===== config.mk =====
export PLATFORM = sky130hd
export DESIGN_NAME = uwp_ctrl
export DESIGN_NICKNAME = d
export VERILOG_FILES = /design/src/rtl/uwp_pkg.sv /design/src/rtl/uwp_store.sv /design/src/rtl/uwp_check.sv /design/src/rtl/uwp_seq.sv /design/src/rtl/uwp_ctrl.sv
export SDC_FILE = /design/constraint.sdc
export NUM_CORES = 1
export LEC_CHECK = 0
export BUFFER_PORTS_ARGS = -buffer_cell sky130_fd_sc_hd__buf_4
export CORE_AREA = 2 2 340 342
export DETAILED_ROUTE_END_ITERATION = 8
export DIE_AREA = 0 0 342 344
export PLACE_DENSITY_LB_ADDON = 0.15
export SYNTH_ARGS = -nofsm -noshare
export SYNTH_HDL_FRONTEND = slang
export SYNTH_SLANG_ARGS = --single-unit

===== constraint.sdc =====
create_clock -name clk -period 6.4 [get_ports clk]
set_input_delay 0.96 -clock clk [delete_from_list [all_inputs] [get_ports clk]]
set_output_delay 0.96 -clock clk [all_outputs]
set_load 0.01 [all_outputs]

===== src/rtl/uwp_pkg.sv =====
// Shared encodings for the user memory write protection controller.
package uwp_pkg;

    // Bank-wide lock status code.
    typedef enum logic [2:0] {
        BK_OPEN       = 3'd0,
        BK_WLOCK      = 3'd1,
        BK_PERM_WLOCK = 3'd2,
        BK_PERM_OPEN  = 3'd3,
        BK_BLOCK_MODE = 3'd4
    } bank_lock_e;

    // Result code of a request.
    typedef enum logic [1:0] {
        ERR_NONE   = 2'd0,
        ERR_LOCKED = 2'd1,
        ERR_RANGE  = 2'd2,
        ERR_COUNT  = 2'd3
    } err_e;

    // Sequencer state.
    typedef enum logic [1:0] {
        ST_IDLE   = 2'd0,
        ST_WAIT   = 2'd1,
        ST_COMMIT = 2'd2
    } state_e;

endpackage


===== src/rtl/uwp_store.sv =====
// Word array plus sticky block-lock register.
// Assumes: one write port, NRD combinational read ports, and that WORDS is a
// multiple of BLOCKS with a power-of-two quotient.
module uwp_store #(
    parameter int WORDS  = 32,
    parameter int WORD_W = 16,
    parameter int BLOCKS = 8,
    parameter int NRD    = 3,
    localparam int AW    = $clog2(WORDS),
    localparam int WPB   = WORDS / BLOCKS,
    localparam int BW    = $clog2(WPB)
) (
    input  logic                  clk,
    input  logic                  rst_n,
    input  logic                  we,
    input  logic [AW-1:0]         waddr,
    input  logic [WORD_W-1:0]     wdata,
    input  logic                  lock_set,
    input  logic [BLOCKS-1:0]     lock_mask,
    input  logic [NRD*AW-1:0]     rd_addr,
    output logic [NRD*WORD_W-1:0] rd_data,
    output logic [BLOCKS-1:0]     locks
);

    logic [WORD_W-1:0] mem [WORDS];
    logic [AW-BW-1:0]  wblk;

    assign wblk = waddr[AW-1:BW];

    // Word storage, cleared on reset.
    always_ff @(posedge clk) begin
        if (!rst_n) begin
            for (int i = 0; i < WORDS; i++) mem[i] <= '0;
        end else if (we) begin
            mem[waddr] <= wdata;
        end
    end

    // Lock bits: set only, never cleared outside reset.
    always_ff @(posedge clk) begin
        if (!rst_n)        locks <= '0;
        else if (lock_set) locks <= locks | lock_mask;
    end

    // Read ports.
    for (genvar g = 0; g < NRD; g++) begin : g_rd
        assign rd_data[g*WORD_W +: WORD_W] = mem[rd_addr[g*AW +: AW]];
    end

    // a strobe never lands in a locked block.
    p_no_locked_write_r6: assert property (@(posedge clk) disable iff (!rst_n)
        we |-> !locks[wblk]);

    // lock bits are sticky.
    p_locks_sticky_r7: assert property (@(posedge clk) disable iff (!rst_n)
        (locks != '0) |=> ((locks & $past(locks)) == $past(locks)));

endmodule


===== src/rtl/uwp_check.sv =====
// Combinational admission check: count limit, bounds, bank status, block
// locks, and blank detection for fast timing.
// Assumes: words carries the current contents of addr+k for k < MAX_WORDS.
module uwp_check
    import uwp_pkg::*;
#(
    parameter int WORDS     = 32,
    parameter int WORD_W    = 16,
    parameter int BLOCKS    = 8,
    parameter int MAX_WORDS = 2,
    parameter int CNT_W     = 4,
    localparam int AW       = $clog2(WORDS),
    localparam int RAW      = AW + 1,
    localparam int WPB      = WORDS / BLOCKS,
    localparam int NW       = $clog2(MAX_WORDS + 1)
) (
    input  logic                        is_plock,
    input  logic [RAW-1:0]              addr,
    input  logic [CNT_W-1:0]            cnt,
    input  logic [2:0]                  bank,
    input  logic                        secured,
    input  logic [BLOCKS-1:0]           mask,
    input  logic [BLOCKS-1:0]           locks,
    input  logic [MAX_WORDS*WORD_W-1:0] words,
    output logic [1:0]                  err,
    output logic [NW-1:0]               nwords,
    output logic                        fast
);

    int   n_eff;
    int   idx;
    logic bank_ok;
    logic hit;
    logic blank;

    // Permission of the bank-wide status.
    always_comb begin
        case (bank)
            BK_OPEN, BK_PERM_OPEN, BK_BLOCK_MODE: bank_ok = 1'b1;
            BK_WLOCK:                             bank_ok = secured;
            default:                              bank_ok = 1'b0;
        endcase
    end

    // Per-word lock hit and blank scan over the target words.
    always_comb begin
        n_eff = (cnt == '0) ? 1 : int'(cnt);
        hit   = 1'b0;
        blank = 1'b1;
        idx   = 0;
        for (int k = 0; k < MAX_WORDS; k++) begin
            idx = int'(addr) + k;
            if (k < n_eff && idx < WORDS) begin
                if (locks[idx / WPB]) hit = 1'b1;
                if (words[k*WORD_W +: WORD_W] != '0) blank = 1'b0;
            end
        end
    end

    // Verdict, in priority order.
    always_comb begin
        nwords = NW'(1);
        fast   = blank;
        if (is_plock) begin
            err  = secured ? ERR_NONE : ERR_LOCKED;
            fast = ((locks & mask) == '0);
        end else if (n_eff > MAX_WORDS) begin
            err = ERR_COUNT;
        end else if (int'(addr) + n_eff - 1 > WORDS - 1) begin
            err = ERR_RANGE;
        end else if (!bank_ok || hit) begin
            err = ERR_LOCKED;
        end else begin
            err    = ERR_NONE;
            nwords = NW'(n_eff);
        end
    end

endmodule


===== src/rtl/uwp_seq.sv =====
// Request sequencer: latches an admitted request, waits the selected program
// time, then issues one write strobe per word or one lock update.
// Assumes: NORM_CYC and FAST_CYC are at least 1.
module uwp_seq
    import uwp_pkg::*;
#(
    parameter int WORDS     = 32,
    parameter int WORD_W    = 16,
    parameter int BLOCKS    = 8,
    parameter int MAX_WORDS = 2,
    parameter int NORM_CYC  = 12,
    parameter int FAST_CYC  = 3,
    localparam int AW       = $clog2(WORDS),
    localparam int NW       = $clog2(MAX_WORDS + 1),
    localparam int TMAX     = (NORM_CYC > FAST_CYC) ? NORM_CYC : FAST_CYC,
    localparam int TW       = $clog2(TMAX + 1)
) (
    input  logic                        clk,
    input  logic                        rst_n,
    input  logic                        start,
    input  logic                        is_plock,
    input  logic [AW-1:0]               base,
    input  logic [MAX_WORDS*WORD_W-1:0] wdata,
    input  logic [BLOCKS-1:0]           mask,
    input  logic [1:0]                  chk_err,
    input  logic [NW-1:0]               chk_n,
    input  logic                        chk_fast,
    output logic                        busy,
    output logic                        done,
    output logic [1:0]                  err,
    output logic                        we,
    output logic [AW-1:0]               waddr,
    output logic [WORD_W-1:0]           wdata_o,
    output logic                        lock_set,
    output logic [BLOCKS-1:0]           lock_mask
);

    state_e                      state;
    logic [TW-1:0]               timer;
    logic [NW-1:0]               idx;
    logic [NW-1:0]               n_q;
    logic                        plk_q;
    logic [AW-1:0]               base_q;
    logic [MAX_WORDS*WORD_W-1:0] data_q;
    logic [BLOCKS-1:0]           mask_q;
    logic                        last_word;

    assign last_word = (NW'(idx + NW'(1)) == n_q);

    // Request state machine with program timer.
    always_ff @(posedge clk) begin
        if (!rst_n) begin
            state  <= ST_IDLE;
            timer  <= '0;
            idx    <= '0;
            n_q    <= '0;
            plk_q  <= 1'b0;
            base_q <= '0;
            data_q <= '0;
            mask_q <= '0;
            done   <= 1'b0;
            err    <= ERR_NONE;
        end else begin
            done <= 1'b0;
            case (state)
                ST_IDLE: begin
                    if (start) begin
                        err <= chk_err;
                        if (chk_err != ERR_NONE) begin
                            done <= 1'b1;
                        end else begin
                            state  <= ST_WAIT;
                            timer  <= chk_fast ? TW'(FAST_CYC - 1) : TW'(NORM_CYC - 1);
                            idx    <= '0;
                            n_q    <= chk_n;
                            plk_q  <= is_plock;
                            base_q <= base;
                            data_q <= wdata;
                            mask_q <= mask;
                        end
                    end
                end
                ST_WAIT: begin
                    if (timer == '0) state <= ST_COMMIT;
                    else             timer <= timer - TW'(1);
                end
                ST_COMMIT: begin
                    if (plk_q || last_word) begin
                        state <= ST_IDLE;
                        done  <= 1'b1;
                    end else begin
                        idx <= idx + NW'(1);
                    end
                end
                default: state <= ST_IDLE;
            endcase
        end
    end

    // Output decode.
    assign busy      = (state != ST_IDLE);
    assign we        = (state == ST_COMMIT) && !plk_q;
    assign waddr     = base_q + AW'(idx);
    assign wdata_o   = data_q[idx*WORD_W +: WORD_W];
    assign lock_set  = (state == ST_COMMIT) && plk_q;
    assign lock_mask = mask_q;

    // strobe index stays inside the admitted count.
    p_idx_bound_r11: assert property (@(posedge clk) disable iff (!rst_n)
        (state == ST_COMMIT && !plk_q) |-> (idx < n_q));

    // an error completion comes straight from idle.
    p_err_from_idle_r9: assert property (@(posedge clk) disable iff (!rst_n)
        (done && err != ERR_NONE) |-> $past(state == ST_IDLE));

    // latched request is frozen while busy.
    p_hold_request_r10: assert property (@(posedge clk) disable iff (!rst_n)
        (state != ST_IDLE) |=> ($stable(base_q) && $stable(data_q)));

endmodule


===== src/rtl/uwp_ctrl.sv =====
// Top of the user memory write protection controller: admission check,
// sequencer and storage.
// Assumes: requests arrive as a one-cycle start with stable operands.
module uwp_ctrl #(
    parameter int WORDS     = 32,
    parameter int WORD_W    = 16,
    parameter int BLOCKS    = 8,
    parameter int MAX_WORDS = 2,
    parameter int CNT_W     = 4,
    parameter int NORM_CYC  = 12,
    parameter int FAST_CYC  = 3,
    localparam int AW       = $clog2(WORDS),
    localparam int NRD      = MAX_WORDS + 1,
    localparam int NW       = $clog2(MAX_WORDS + 1)
) (
    input  logic                        clk,
    input  logic                        rst_n,
    input  logic                        start,
    input  logic                        op_permalock,
    input  logic [AW:0]                 word_addr,
    input  logic [CNT_W-1:0]            word_cnt,
    input  logic [MAX_WORDS*WORD_W-1:0] wr_data,
    input  logic [2:0]                  bank_lock,
    input  logic                        secured,
    input  logic [BLOCKS-1:0]           plock_mask,
    input  logic [AW-1:0]               peek_addr,
    output logic [WORD_W-1:0]           peek_data,
    output logic                        mem_we,
    output logic [AW-1:0]               mem_waddr,
    output logic [WORD_W-1:0]           mem_wdata,
    output logic                        busy,
    output logic                        done,
    output logic [1:0]                  err,
    output logic [BLOCKS-1:0]           block_locks
);

    logic [NRD*AW-1:0]     rd_addr;
    logic [NRD*WORD_W-1:0] rd_data;
    logic [1:0]            chk_err;
    logic [NW-1:0]         chk_n;
    logic                  chk_fast;
    logic                  lock_set;
    logic [BLOCKS-1:0]     lock_mask;

    // Read addresses: the target words first, then the peek port.
    for (genvar k = 0; k < MAX_WORDS; k++) begin : g_tgt
        assign rd_addr[k*AW +: AW] = word_addr[AW-1:0] + AW'(k);
    end
    assign rd_addr[MAX_WORDS*AW +: AW] = peek_addr;
    assign peek_data = rd_data[MAX_WORDS*WORD_W +: WORD_W];

    uwp_check #(
        .WORDS(WORDS), .WORD_W(WORD_W), .BLOCKS(BLOCKS),
        .MAX_WORDS(MAX_WORDS), .CNT_W(CNT_W)
    ) u_check (
        .is_plock (op_permalock),
        .addr     (word_addr),
        .cnt      (word_cnt),
        .bank     (bank_lock),
        .secured  (secured),
        .mask     (plock_mask),
        .locks    (block_locks),
        .words    (rd_data[MAX_WORDS*WORD_W-1:0]),
        .err      (chk_err),
        .nwords   (chk_n),
        .fast     (chk_fast)
    );

    uwp_seq #(
        .WORDS(WORDS), .WORD_W(WORD_W), .BLOCKS(BLOCKS),
        .MAX_WORDS(MAX_WORDS), .NORM_CYC(NORM_CYC), .FAST_CYC(FAST_CYC)
    ) u_seq (
        .clk       (clk),
        .rst_n     (rst_n),
        .start     (start),
        .is_plock  (op_permalock),
        .base      (word_addr[AW-1:0]),
        .wdata     (wr_data),
        .mask      (plock_mask),
        .chk_err   (chk_err),
        .chk_n     (chk_n),
        .chk_fast  (chk_fast),
        .busy      (busy),
        .done      (done),
        .err       (err),
        .we        (mem_we),
        .waddr     (mem_waddr),
        .wdata_o   (mem_wdata),
        .lock_set  (lock_set),
        .lock_mask (lock_mask)
    );

    uwp_store #(
        .WORDS(WORDS), .WORD_W(WORD_W), .BLOCKS(BLOCKS), .NRD(NRD)
    ) u_store (
        .clk       (clk),
        .rst_n     (rst_n),
        .we        (mem_we),
        .waddr     (mem_waddr),
        .wdata     (mem_wdata),
        .lock_set  (lock_set),
        .lock_mask (lock_mask),
        .rd_addr   (rd_addr),
        .rd_data   (rd_data),
        .locks     (block_locks)
    );

    // done never overlaps busy.
    p_done_idle_r9: assert property (@(posedge clk) disable iff (!rst_n)
        done |-> !busy);

    // strobes only inside a busy window.
    p_we_in_busy_r11: assert property (@(posedge clk) disable iff (!rst_n)
        mem_we |-> busy);

endmodule


==> impl_metrics.py <==
metrics = {
    "grt": {
        "antenna_found_initial": 6,
        "grt_max_degree": 56,
        "grt_pass1_vias": 20400,
        "track_usage_pct": 18.8,
        "grt_pass1_wl_mm": 158,
        "grt.overflow.total": 0,
    },
    "cts": {
        "clk_path_buf_depth": 3,
        "cts_setup_buffers": 0,
        "root_buffer": "clkbuf_16",
        "clkLatencyLatePin_ps": 630,
        "cts_buffers": 69,
        "cts_resized": 0,
        "clkTransAtPathRegs_ps": 50,
        "cts_hold_buf": 0,
        "cts_sinks": 579,
        "cts-htree-levels": 3,
        "cts_tree": "built",
    },
    "layout": {
        "final_common_cell": "nor2_1",
        "nets": 2424,
        "final_area_mm2": 0.0330,
        "layoutNonFillerInstCount": 3908,
        "ff_latch_area_mm2": 0.0167,
        "final_cell_mix": "nor2_1, edfxtp_1, buf_4",
        "drive_above_1_share_pct": 20.3,
        "syn_to_final_growth_pct": 16.9,
        "final_util_pct": 29.0,
        "multi_input_area_mm2": 0.0107,
        "num-fill-cells": 11700,
    },
    "synthesis": {
        "postSynth.asyncResetShare_pct": 0,
        "synth_edf_count": 512,
        "synth-seq-cells": 579,
        "synth_cell_types": 76,
        "synth_area_mm2": 0.0282,
        "synth_warnings": 0,
        "syn_avg_cell_area_um2": 12.4,
        "seq_area_frac_synth_pct": 59.2,
        "postSynthCellCount": 2272,
        "synth_nets": 2354,
        "ys.flop_type": "edfxtp_1",
    },
    "timing": {
        "grt_setup_unrepaired": "false",
        "setup_viol": 0,
        "maxSlewViolCount": 0,
        "slew_headroom_pct": 9.57,
        "fmax_mhz": 212,
        "setup_tns_ps": 0,
        "period_share_pct": 73.7,
        "report.final.hold_viol_count": 0,
        "tightest_slew_ps": 1340,
        "fin_crit_ps": 4710,
        "final.setup_skew_ps": 29.5,
    },
    "route": {
        "viasPerCell": 5.23,
        "drtIter0Drc": 2257,
        "wl_met3_mm": 8.16,
        "wl_met2_mm": 50.1,
        "drc": 0,
        "via_count": 20400,
        "drtPass1Iterations": 6,
        "drt.antenna.violating_nets": 0,
        "wirelength_mm": 111,
        "highest_layer": "met4",
        "avgRoutedWirePerCell_um": 28.5,
        "wl_met1_mm": 49.9,
    },
    "pwr": {
        "finalPower_mw": 9.15,
        "power.density_mw_per_mm2": 277,
        "peakVddDrop_mv": 0.150,
        "leakage_nw": 10.8,
    },
    "die": {
        "core_mm2": 0.114,
        "initial_core_util_pct": 24.8,
        "die_w_um": 342,
        "io_pins": 113,
        "die_y_um": 344,
        "die_area_mm2": 0.118,
        "row_count": 124,
    },
    "critical_path": {
        "endpoint_kind": "output pin",
        "worstPathCellList": "buf_4 -> buf_4 -> mux4_2 -> mux4_2 -> mux2_2 -> buf_4",
        "crit_fanout": 55,
        "crit_slowest_cell": "buf_4",
        "arrival_ps": 3750,
        "cp.buffers_inverters": 3,
        "cp-start-kind": "input pin",
        "cp_common_cell": "buf_4",
        "cp_top_family": "multiplexers",
        "cp.required_ps": 5440,
        "critPathMaxStageDelay_ps": 670,
        "critical_path_class": "input pin to output pin",
    },
    "flow_run": {
        "cap_violations": 0,
    },
    "worst_hold_path": {
        "hold_class": "register to register",
    },
    "place": {
        "placed_cells": 3783,
        "hpwl_mm": 79.1,
        "io_buffers": 112,
        "place_area_mm2": 0.0308,
        "gp_congestion": 0.904,
    },
    "status": {
        "outcome": "finished clean",
    },
}
==> registers in the layout, summed over array words and instances, names as in the netlist <==
register,flops
u_seq.lock_mask,8
u_store.locks,8
u_seq.data_q,32
u_seq.n_q,2
u_seq.done,1
u_seq.err,2
u_seq.state,2
u_seq.base_q,5
u_seq.timer,4
u_store.mem,512
u_seq.plk_q,1
u_seq.idx,2
==> path summary, 6_finish.rpt <==
check                             startpoint                              end  slack (ps)  cells after the start
max                             peek_addr[1]                     peek_data[0]        1690                      6
min          u_seq.lock_mask[1]$_SDFFE_PN0P_  u_seq.lock_mask[1]$_SDFFE_PN0P_         450                      2
max reg2reg        u_seq.idx[1]$_SDFFE_PN0P_  u_store.mem[5][2]$_SDFFCE_PN0P_        1740                      8
min reg2reg  u_seq.lock_mask[1]$_SDFFE_PN0P_  u_seq.lock_mask[1]$_SDFFE_PN0P_         450                      2
==> Yosys cell counts (4+ instances only) <==
master,n,area [um2]
a211oi_1,6,45.0
a21boi_1,13,97.6
a21o_1,6,45.0
a21oi_1,29,145
a221oi_1,8,70.1
a22oi_1,7,52.6
a31oi_1,10,62.6
and2_1,6,37.5
buf_1,20,75.1
buf_2,8,40.0
clkbuf_1,145,544
dfxtp_1,67,1340
edfxtp_1,512,15400
ha_1,17,213
inv_1,42,158
mux2_2,16,180
mux2i_1,49,490
mux4_2,166,3740
nand2_1,132,495
nand3_1,44,220
nand3b_1,5,37.5
nand4_1,26,163
nand4b_1,5,43.8
nor2_1,573,2150
nor2b_1,51,319
nor3_1,56,280
nor4_1,93,582
o211ai_1,7,52.6
o21ai_0,27,135
o311ai_0,4,35.0
o31ai_1,7,52.6
or2_2,18,113
or3_1,9,56.3
or4_1,9,67.6
xnor2_1,6,52.6
xor2_1,5,43.8
==> per-layer routing <==
layer  vias up  GRT usage, %
li1       8619             -
met1     10700          26.8
met2       934          29.1
met3       142          3.51
met4         0          5.55
met5         -             0
==> layout make-up <==
| type | count | share of cell area (%) |
|---|---|---|
| antenna | 1 | 0.00758 |
| clock buffer | 91 | 5.73 |
| clock inverter | 33 | 0.925 |
| inverter | 45 | 0.519 |
| timing repair buffer | 178 | 4.18 |
| sequential | 579 | 50.6 |
| multi-input combinational | 1469 | 32.3 |
| tap | 1512 | 5.73 |
==> tightest hold or removal path: stages, from the launching register on <==
cell,delay (ps)
dfxtp_1,300
nand2_1,50
a21boi_1,50
==> power by group <==
group          switching (mW)  internal (mW)  total [mW]  leakage [nW]
Clock                    1.64           2.29        3.93          1.07
Sequential             0.0960           4.23        4.33          5.83
Combinational           0.572          0.318       0.890          3.88
==> kinds of logic (layout without fill, tap and decap cells) <==
group	after synthesis	in the layout	share of synthesized area [%]
compound gates	160	160	3.97
fa+ha+maj	19	19	0.895
simple gates	1047	1047	16.8
other cells	0	1	0
flops	579	579	59.2
xor+xnor	12	12	0.439
buf+inv	224	347	3.15
mux	231	231	15.6
==> metrics by stage <==
stage / worst slack (ps) / hold WS, ps
global route: 1420 / 476
detailed placement: 1170 / 449
finish: 1690 / 452
CTS: 1680 / 454
floorplan: 2250 / 435
global placement: 1210 / 442
(Power assumes the default switching activity.)
